<file path="src/rtl/eeseq_pkg.sv">
package eeseq_pkg;
  localparam int PTR_W = 16;
  localparam int BYTE_W = 8;

  typedef enum logic [2:0] {
    OP_WRITE = 3'd0,
    OP_READ  = 3'd1,
    OP_LOAD  = 3'd2,
    OP_INC   = 3'd3,
    OP_DEC   = 3'd4
  } op_e;

  typedef enum logic [1:0] {
    BC_START = 2'd0,
    BC_STOP  = 2'd1,
    BC_TX    = 2'd2,
    BC_RX    = 2'd3
  } bcmd_e;

  typedef enum logic [3:0] {
    ST_IDLE, ST_START, ST_CTLW, ST_AHI, ST_ALO, ST_WDAT,
    ST_RSTART, ST_CTLR, ST_RX, ST_STOP
  } st_e;
endpackage

</file>
<file path="src/rtl/eeseq_ptr.sv">
module eeseq_ptr
  import eeseq_pkg::*;
#(
  parameter logic [PTR_W-BYTE_W-1:0] TOT_MASK = 'h3F
) (
  input  logic             clk_i,
  input  logic             rst_ni,
  input  logic             ld_i,
  input  logic             inc_i,
  input  logic             dec_i,
  input  logic [PTR_W-1:0] ld_val_i,
  output logic [PTR_W-1:0] ptr_o
);
  localparam logic [PTR_W-1:0] SPACE = {TOT_MASK, {BYTE_W{1'b1}}};

  logic [PTR_W-1:0] nxt;

  always_comb begin
    if (ld_i)       nxt = ld_val_i;
    else if (inc_i) nxt = ptr_o + 1'b1;
    else if (dec_i) nxt = ptr_o - 1'b1;
    else            nxt = ptr_o;
  end

  always_ff @(posedge clk_i or negedge rst_ni)
    if (!rst_ni) ptr_o <= '0;
    else         ptr_o <= nxt & SPACE;

  a_r2_in_space: assert property (@(posedge clk_i) disable iff (!rst_ni)
    (ptr_o & ~SPACE) == '0);
  a_r3_rollover: assert property (@(posedge clk_i) disable iff (!rst_ni)
    inc_i && !ld_i && ptr_o == SPACE |=> ptr_o == '0);
  a_r4_rollunder: assert property (@(posedge clk_i) disable iff (!rst_ni)
    dec_i && !ld_i && !inc_i && ptr_o == '0 |=> ptr_o == SPACE);
endmodule

</file>
<file path="src/rtl/eeseq_map.sv">
module eeseq_map
  import eeseq_pkg::*;
#(
  parameter logic [BYTE_W-1:0] TOT_MASK = 8'h3F,
  parameter logic [BYTE_W-1:0] DEV_MASK = 8'h1F,
  parameter logic [3:0]        CTL_NIB  = 4'hA
) (
  input  logic [BYTE_W-1:0] hi_i,
  input  logic              rd_i,
  output logic [BYTE_W-1:0] ctl_o,
  output logic [BYTE_W-1:0] ahi_o
);
  logic [BYTE_W-1:0] sel;

  always_comb begin
    // top pointer bits land in control bits 3:1
    sel   = ((hi_i & TOT_MASK) >> 4) & 8'hFE;
    ctl_o = (sel + {CTL_NIB, 4'h0}) | {7'd0, rd_i};
    ahi_o = hi_i & DEV_MASK;
  end

  always_comb begin
    a_r5_ctl_form: assert (ctl_o[7:4] == CTL_NIB && ctl_o[0] == rd_i);
    a_r6_dev_bound: assert ((ahi_o & ~DEV_MASK) == '0);
  end
endmodule

</file>
<file path="src/rtl/eeseq_fsm.sv">
module eeseq_fsm
  import eeseq_pkg::*;
(
  input  logic              clk_i,
  input  logic              rst_ni,
  input  logic              req_i,
  input  op_e               op_i,
  input  logic [BYTE_W-1:0] wdata_i,
  input  logic [BYTE_W-1:0] ctl_i,
  input  logic [BYTE_W-1:0] ahi_i,
  input  logic [BYTE_W-1:0] alo_i,
  output logic              rd_phase_o,
  output logic              ld_o,
  output logic              inc_o,
  output logic              dec_o,
  output logic              busy_o,
  output logic              ready_o,
  output logic              err_o,
  output logic [BYTE_W-1:0] rdata_o,
  output logic              eng_valid_o,
  output bcmd_e             eng_cmd_o,
  output logic [BYTE_W-1:0] eng_txd_o,
  input  logic              eng_done_i,
  input  logic              eng_ack_i,
  input  logic [BYTE_W-1:0] eng_rxd_i
);
  st_e               st_q;
  logic              is_rd_q, fail_q;
  logic [BYTE_W-1:0] wbuf_q;
  logic              idle, accept, xfer_op, is_tx;

  assign idle    = (st_q == ST_IDLE);
  assign accept  = idle && req_i;
  assign xfer_op = (op_i == OP_WRITE) || (op_i == OP_READ);
  assign ld_o    = accept && op_i == OP_LOAD;
  assign inc_o   = accept && op_i == OP_INC;
  assign dec_o   = accept && op_i == OP_DEC;
  assign busy_o  = !idle;
  assign eng_valid_o = !idle;
  assign rd_phase_o  = (st_q == ST_CTLR);

  always_comb begin
    is_tx     = 1'b0;
    eng_txd_o = '0;
    case (st_q)
      ST_START, ST_RSTART: eng_cmd_o = BC_START;
      ST_CTLW, ST_CTLR: begin eng_cmd_o = BC_TX; is_tx = 1'b1; eng_txd_o = ctl_i; end
      ST_AHI:  begin eng_cmd_o = BC_TX; is_tx = 1'b1; eng_txd_o = ahi_i;  end
      ST_ALO:  begin eng_cmd_o = BC_TX; is_tx = 1'b1; eng_txd_o = alo_i;  end
      ST_WDAT: begin eng_cmd_o = BC_TX; is_tx = 1'b1; eng_txd_o = wbuf_q; end
      ST_RX:   eng_cmd_o = BC_RX;
      default: eng_cmd_o = BC_STOP;
    endcase
  end

  always_ff @(posedge clk_i or negedge rst_ni) begin
    if (!rst_ni) begin
      st_q    <= ST_IDLE;
      is_rd_q <= 1'b0;
      fail_q  <= 1'b0;
      wbuf_q  <= '0;
      ready_o <= 1'b0;
      err_o   <= 1'b0;
      rdata_o <= '0;
    end else begin
      ready_o <= 1'b0;
      if (accept) begin
        if (xfer_op) begin
          st_q    <= ST_START;
          is_rd_q <= (op_i == OP_READ);
          wbuf_q  <= wdata_i;
          fail_q  <= 1'b0;
        end else begin
          ready_o <= 1'b1;
        end
      end else if (!idle && eng_done_i) begin
        if (is_tx && !eng_ack_i) begin
          fail_q <= 1'b1;
          st_q   <= ST_STOP;
        end else begin
          case (st_q)
            ST_START:  st_q <= ST_CTLW;
            ST_CTLW:   st_q <= ST_AHI;
            ST_AHI:    st_q <= ST_ALO;
            ST_ALO:    st_q <= is_rd_q ? ST_RSTART : ST_WDAT;
            ST_WDAT:   st_q <= ST_STOP;
            ST_RSTART: st_q <= ST_CTLR;
            ST_CTLR:   st_q <= ST_RX;
            ST_RX: begin
              rdata_o <= eng_rxd_i;
              st_q    <= ST_STOP;
            end
            ST_STOP: begin
              st_q    <= ST_IDLE;
              ready_o <= 1'b1;
              err_o   <= fail_q;
            end
            default: st_q <= ST_IDLE;
          endcase
        end
      end
    end
  end

  a_r7_cmd_hold: assert property (@(posedge clk_i) disable iff (!rst_ni)
    eng_valid_o && !eng_done_i |=> eng_valid_o && $stable(eng_cmd_o) && $stable(eng_txd_o));
  a_r9_stop_after_nak: assert property (@(posedge clk_i) disable iff (!rst_ni)
    eng_valid_o && eng_done_i && eng_cmd_o == BC_TX && !eng_ack_i |=> eng_cmd_o == BC_STOP);
  a_r11_busy_ignores: assert property (@(posedge clk_i) disable iff (!rst_ni)
    busy_o && req_i && !eng_done_i |=> busy_o && !ready_o);
  a_r12_result_hold: assert property (@(posedge clk_i) disable iff (!rst_ni)
    idle && !req_i |=> $stable(rdata_o) && $stable(err_o));
endmodule

</file>
<file path="src/rtl/eeseq_top.sv">
module eeseq_top
  import eeseq_pkg::*;
#(
  parameter logic [7:0] TOT_MASK = 8'h3F,
  parameter logic [7:0] DEV_MASK = 8'h1F,
  parameter logic [3:0] CTL_NIB  = 4'hA
) (
  input  logic        clk_i,
  input  logic        rst_ni,
  input  logic        req_i,
  input  logic [2:0]  op_i,
  input  logic [15:0] ptr_i,
  input  logic [7:0]  wdata_i,
  output logic        busy_o,
  output logic        ready_o,
  output logic        err_o,
  output logic [7:0]  rdata_o,
  output logic [15:0] ptr_o,
  output logic        eng_valid_o,
  output logic [1:0]  eng_cmd_o,
  output logic [7:0]  eng_txd_o,
  input  logic        eng_done_i,
  input  logic        eng_ack_i,
  input  logic [7:0]  eng_rxd_i
);
  logic              ld, inc, dec, rd_phase;
  logic [BYTE_W-1:0] ctl, ahi;
  bcmd_e             cmd;

  assign eng_cmd_o = cmd;

  eeseq_ptr #(.TOT_MASK(TOT_MASK)) u_ptr (
    .clk_i, .rst_ni,
    .ld_i(ld), .inc_i(inc), .dec_i(dec),
    .ld_val_i(ptr_i), .ptr_o
  );

  eeseq_map #(.TOT_MASK(TOT_MASK), .DEV_MASK(DEV_MASK), .CTL_NIB(CTL_NIB)) u_map (
    .hi_i(ptr_o[PTR_W-1:BYTE_W]), .rd_i(rd_phase), .ctl_o(ctl), .ahi_o(ahi)
  );

  eeseq_fsm u_fsm (
    .clk_i, .rst_ni, .req_i,
    .op_i(op_e'(op_i)), .wdata_i,
    .ctl_i(ctl), .ahi_i(ahi), .alo_i(ptr_o[BYTE_W-1:0]),
    .rd_phase_o(rd_phase), .ld_o(ld), .inc_o(inc), .dec_o(dec),
    .busy_o, .ready_o, .err_o, .rdata_o,
    .eng_valid_o, .eng_cmd_o(cmd), .eng_txd_o,
    .eng_done_i, .eng_ack_i, .eng_rxd_i
  );
endmodule

</file>
<file path="config.mk">
export PLATFORM = sky130hd
export DESIGN_NAME = eeseq_top
export DESIGN_NICKNAME = d
export VERILOG_FILES = /design/src/rtl/eeseq_pkg.sv /design/src/rtl/eeseq_ptr.sv /design/src/rtl/eeseq_map.sv /design/src/rtl/eeseq_fsm.sv /design/src/rtl/eeseq_top.sv
export SDC_FILE = /design/constraint.sdc
export NUM_CORES = 1
export LEC_CHECK = 0
export ABC_AREA = 0
export BUFFER_PORTS_ARGS = -buffer_cell sky130_fd_sc_hd__buf_2
export CAP_MARGIN = 20
export CORE_MARGIN = 8
export CORE_UTILIZATION = 34
export DETAILED_ROUTE_END_ITERATION = 16
export PLACE_DENSITY = 0.64
export SLEW_MARGIN = 30
export SYNTH_ARGS = -nofsm -noshare
export SYNTH_HDL_FRONTEND = slang
export SYNTH_SLANG_ARGS = --single-unit
</file>
<file path="constraint.sdc">
create_clock -name clk_i -period 3.7 [get_ports clk_i]
set_input_delay 0.555 -clock clk_i [delete_from_list [all_inputs] [get_ports clk_i]]
set_output_delay 0.555 -clock clk_i [all_outputs]
set_load 0.005 [all_outputs]
</file>
After elaboration in Yosys (flattened, before gate mapping)
Index checks and enable logic that the tools add are counted.
- input bits: 40
- RAM bits: 0
- flip-flop bits (word level): 38
- word-level logic and storage cells: 72
- memory bits (read-only): 0
- latch bits: 0
- memories: 0
- output and inout port bits: 38
- add/sub/neg operators: 3
- multipliers: 0
- muxes and demuxes: 21
- shift operators: 0
- reductions and logical operators: 23
- eq/ne operators: 14
- magnitude comparators: 0
- div/mod/pow operators: 0
- bitwise operators: 3
- operators with widths (kind ; count):
    14-bit two-way mux ; 3
    8-bit case mux with 4 select lines ; 1
    4-bit case mux with 7 select lines ; 1
    4-bit by 3-bit == test with 1-bit output (second input constant) ; 4
    4-bit two-way mux ; 4
    14-bit by 1-bit adder with 14-bit output (second input constant) ; 1
    14-bit by 1-bit subtractor with 14-bit output (second input constant) ; 1
    1-bit two-way mux ; 10
    2-bit by 8-bit adder with 8-bit output (second input constant) ; 1
    4-bit by 2-bit == test with 1-bit output (second input constant) ; 2
    4-bit == test (second input constant) ; 2
    8-bit by 1-bit OR with 8-bit output ; 1
    4-bit AND reduction ; 2
    3-bit by 2-bit == test with 1-bit output (second input constant) ; 2
    1-bit logical AND ; 6
    2-bit case mux with 3 select lines ; 1
    2-bit OR reduction ; 3
    5-bit OR reduction ; 1
    4-bit by 1-bit == test with 1-bit output (second input constant) ; 1
    4-bit logical NOT ; 1
    2-bit AND reduction ; 2
    2-bit nonzero test ; 2
    3-bit by 1-bit == test with 1-bit output (second input constant) ; 1
    3-bit == test (second input constant) ; 1
    other kinds (8) ; 10

Logic depth before layout (Yosys ltp)
- depth in word-level cells: 7
- mapped depth: 15
- depth with buffers taken out: 13

By module
A second synthesis with hierarchy kept.
- cells, all modules: 288
- area, all modules: 2782.7 um^2
- by module, submodules not included (module ; instances ; seq. area each (um^2) ; cells an instance ; area each (um^2)):
    eeseq_fsm ; 1 ; 600.6 ; 132 ; 1425.1
    eeseq_ptr ; 1 ; 350.3 ; 138 ; 1229.9
    eeseq_map ; 1 ; 0.0 ; 18 ; 127.6

Least setup slack after synthesis
No wires, ideal clock.
- path type: reg-to-reg
- start: reg u_fsm.st_q[0]
- end: reg u_ptr.ptr_o[12]
- setup time: 130 ps
- stages on the path, launching flop included: 15
- buffers on the path: 2
- period minus slack after synthesis: 3211 ps
- path slack: 489 ps
- arrival: 3080 ps
- required time: 3570 ps
- cell sequence: dfrtp_1 -> or2_1 -> buf_6 -> nor3_4 -> and2_1 -> buf_2 -> nand3_1 -> ha_1 -> nor2b_1 -> o21a_1 -> o21ai_0 -> a21oi_1 -> a311o_1 -> xnor2_1 -> o21ai_0
- word-level cells in the longest chain between the ends: 5
- elaborated cells on any way between the ends: 8
- those cells by class: mux: 2; reduce/logical: 6
- RTL lines (what ; line ; source):
    start: declaration ; eeseq_fsm.sv:27 ; st_e st_q;
    start signal: assignment ; eeseq_fsm.sv:85 ; ST_ALO: st_q <= is_rd_q ? ST_RSTART : ST_WDAT;
    4-bit logical NOT * ; eeseq_fsm.sv:32 ; assign idle = (st_q == ST_IDLE);
    1-bit logical AND * ; eeseq_fsm.sv:33 ; assign accept = idle && req_i;
    1-bit logical AND ; eeseq_fsm.sv:36 ; assign inc_o = accept && op_i == OP_INC;
    14-bit two-way mux ; eeseq_ptr.sv:20 ; else if (inc_i) nxt = ptr_o + 1'b1;
    14-bit two-way mux ; eeseq_ptr.sv:19 ; if (ld_i) nxt = ld_val_i;
    end signal: assignment ; eeseq_ptr.sv:27 ; else ptr_o <= nxt & SPACE;
    end: declaration ; eeseq_ptr.sv:12 ; output logic [PTR_W-1:0] ptr_o
Mark *: on every way between the ends. The rest lies on a longest branch, timed or not.
A chain may end at the register's enable or synchronous reset.

Worst setup path in the final report
- start: reg u_fsm.st_q[1]
- end: reg u_ptr.ptr_o[12]
The elaborated chain is that of the path after synthesis.

==> flow_summary.toml <==
[critical_path]
critical_path_arrival_ns = 3.34
worstPathMaxFanout = 13
regToRegSetupSlack_ns = 0.53
crit_path_start_kind = "flop"
required_ns = 3.87
worst-path-buf-inv = 1
critical_path_class = "reg -> reg"
critPathMaxStageDelay_ns = 0.38
critical_path.top_delay_family = "compound AO/OA/AOI/OAI gates"
path_cells = "or2_1 -> nor3_4 -> and2_1 -> nand3_1 -> buf_4 -> ha_1 -> nor2b_1 -> o21a_1 -> o21ai_0 -> a21oi_1 -> a311o_1 -> xnor2_1 -> o21ai_0"
crit_top_cell = "o21ai_0"
slowest_stage = "dfrtp_1"
end_kind = "flop"

[sta]
rsz0062_at_grt = "no"
post-route-period-util_pct = 85.66
relSlewSlack_pct = 49.24
holdWs_ns = 0.2315
final.min_clock_period_ns = 3.169
setup_violations = 0
final_hold_viol_count = 0
slew_viol_final = 0
clock_skew_ns = 0.005613
worst_pin_slew_ns = 0.7605
fmax_ghz = 0.3155
tns_ns = 0

[floorplan]
die_w_um = 104.0
io_pins = 78
rows = 32
start_util_pct = 34.57
core_um2 = 7607
die_y_um = 104.0
dieArea_um2 = 10810

[logic_synthesis]
synth_area_per_cell_um2 = 9.228
ys_seq_area_share_pct = 36.16
ys_warn_count = 0
synth_top_cell_by_area = "dfrtp_1"
synthCells = 285
ys_ff_latch = 38
synth_top_area_share_pct = 36.16
ys_types = 57
synth_ff_type = "dfrtp_1"
synth_edf_count = 0
synth_area_um2 = 2630
synth_area_leaders = "dfrtp_1 36%, mux2_2 8.1%, ha_1 5.7%"
async_flop_share_pct = 100.0

[drt]
wl_per_cell_um = 15.47
drt_first_pass_iters = 4
drtIter0Drc = 145
dr_total_vias = 2389
routed_wl_um = 7100
antenna_left = 0
drt-vias-per-instance = 5.205
drc = 0

[global_routing]
grt_max_degree = 39
grt_pass1_wl_um = 12040
antenna_found_initial = 0
grt_pass1_vias = 2438
grt_overflow = 0
globalRouteTotalUtil_pct = 13.20

[finish]
area_growth_pct = 20.55
layout_common_cells = "72 x buf_2, 38 x dfrtp_1, 27 x nand2_1"
fin_nets = 410
final_common_cell = "buf_2"
drive_above_1_share_pct = 32.21
final_area_um2 = 3171
diodes = 0

[worst_hold_path]
hp-class = "in -> async"

[clock_tree]
h-tree-depth = 2
cts_made_buffers = 5
cts.sinks = 38
cts_root_buf = "clkbuf_8"
clkTransAtPathRegs_ns = 0.08
cts_hold_buf = 0
cts_tree = "built"
cts_resized = 0
clkLatencyLatePin_ns = 0.29
cts_buffer_depth = 2
post-cts-setup-buffers = 0

[job]
cap_violations = 0

[power]
powerDensity_nw_per_um2 = 811.0
power.leakage_nw = 1.474
ir_drop_uv = 219.9

[placed_design]
placed_area_um2 = 3089
routabilityCongestion = 0.8686
io_buffers = 73
dp_hpwl_um = 5573

[run_status]
status = "complete, no violations"
logic make-up after synthesis:
group / share of synthesized area (%)
fa+ha+maj: 6.470
xor+xnor: 3.663
buf+inv: 4.567
mux: 9.277
other cells: 0.1426
flops: 36.16
simple gates: 17.18
compound gates: 22.55
registers in the layout, summed over array words and instances (netlist names):
signal         flops
u_fsm.st_q         4
u_fsm.fail_q       1
u_fsm.ready_o      1
u_fsm.err_o        1
u_fsm.wbuf_q       8
u_fsm.is_rd_q      1
u_fsm.rdata_o      8
u_ptr.ptr_o       14
per-stage QoR:
step	utilization, %	power, mW	setup WS (ns)	cells
after floorplan	-	1.840	0.4894	286
after global placement	40.61	2.274	0.6004	452
after detailed placement	40.61	2.304	0.5857	452
after CTS	41.64	2.585	0.5583	459
after global routing	41.68	2.819	0.3603	459
final	41.68	2.571	0.5306	459
cells in the mapped netlist, drive strengths merged, types with 2 or more instances:
cell type	instances
nor2	22
dfrtp	38
nand3	2
a31oi	2
a21oi	18
xor2	4
inv	8
o22ai	2
or3	2
mux2	19
a22o	8
a21o	4
buf	9
nand2b	4
o31ai	2
or2	2
mux2i	3
nand2	29
xnor2	7
o21a	7
o21ai	20
o21bai	3
a22oi	11
ha	12
clkbuf	7
nor3b	3
o221ai	2
nor2b	8
nor3	8
layer usage:
metal	global-route usage, %	wire length (um)	vias up
met5	0	0	-
met4	2.689	48	0
met3	4.027	522	6
met2	21.72	3356	74
met1	16.60	3171	1134
li1	-	-	1175
final timing paths:
kind                               startpoint              end  cells past startpoint
worst max-delay path            u_fsm.st_q[1]  u_ptr.ptr_o[12]                     13
worst min-delay path                   rst_ni   u_ptr.ptr_o[1]                      1
worst max register to register  u_fsm.st_q[1]  u_ptr.ptr_o[12]                     13
worst min register to register   u_fsm.fail_q     u_fsm.fail_q                      1
max in group asynchronous              rst_ni  u_fsm.wbuf_q[0]                      1
min in group clk_i                   ptr_i[0]   u_ptr.ptr_o[0]                      3
cell type report:
type,count,area (um^2)
Multi-Input combinational cell,224,1563
Sequential cell,38,950.9
Clock inverter,2,10.01
Timing Repair Buffer,80,420.4
Clock buffer,5,68.82
Tap cell,102,127.6
Fill cell,781,4437
Inverter,8,30.03
power by group:
| group | internal [mW] | leakage, nW | switching, mW |
|---|---|---|---|
| clock network | 0.127 | 0.0438 | 0.145 |
| logic | 0.727 | 0.971 | 0.798 |
| registers | 0.610 | 0.459 | 0.165 |
| total | 1.46 | 1.47 | 1.11 |
(Power assumes the default switching activity.)
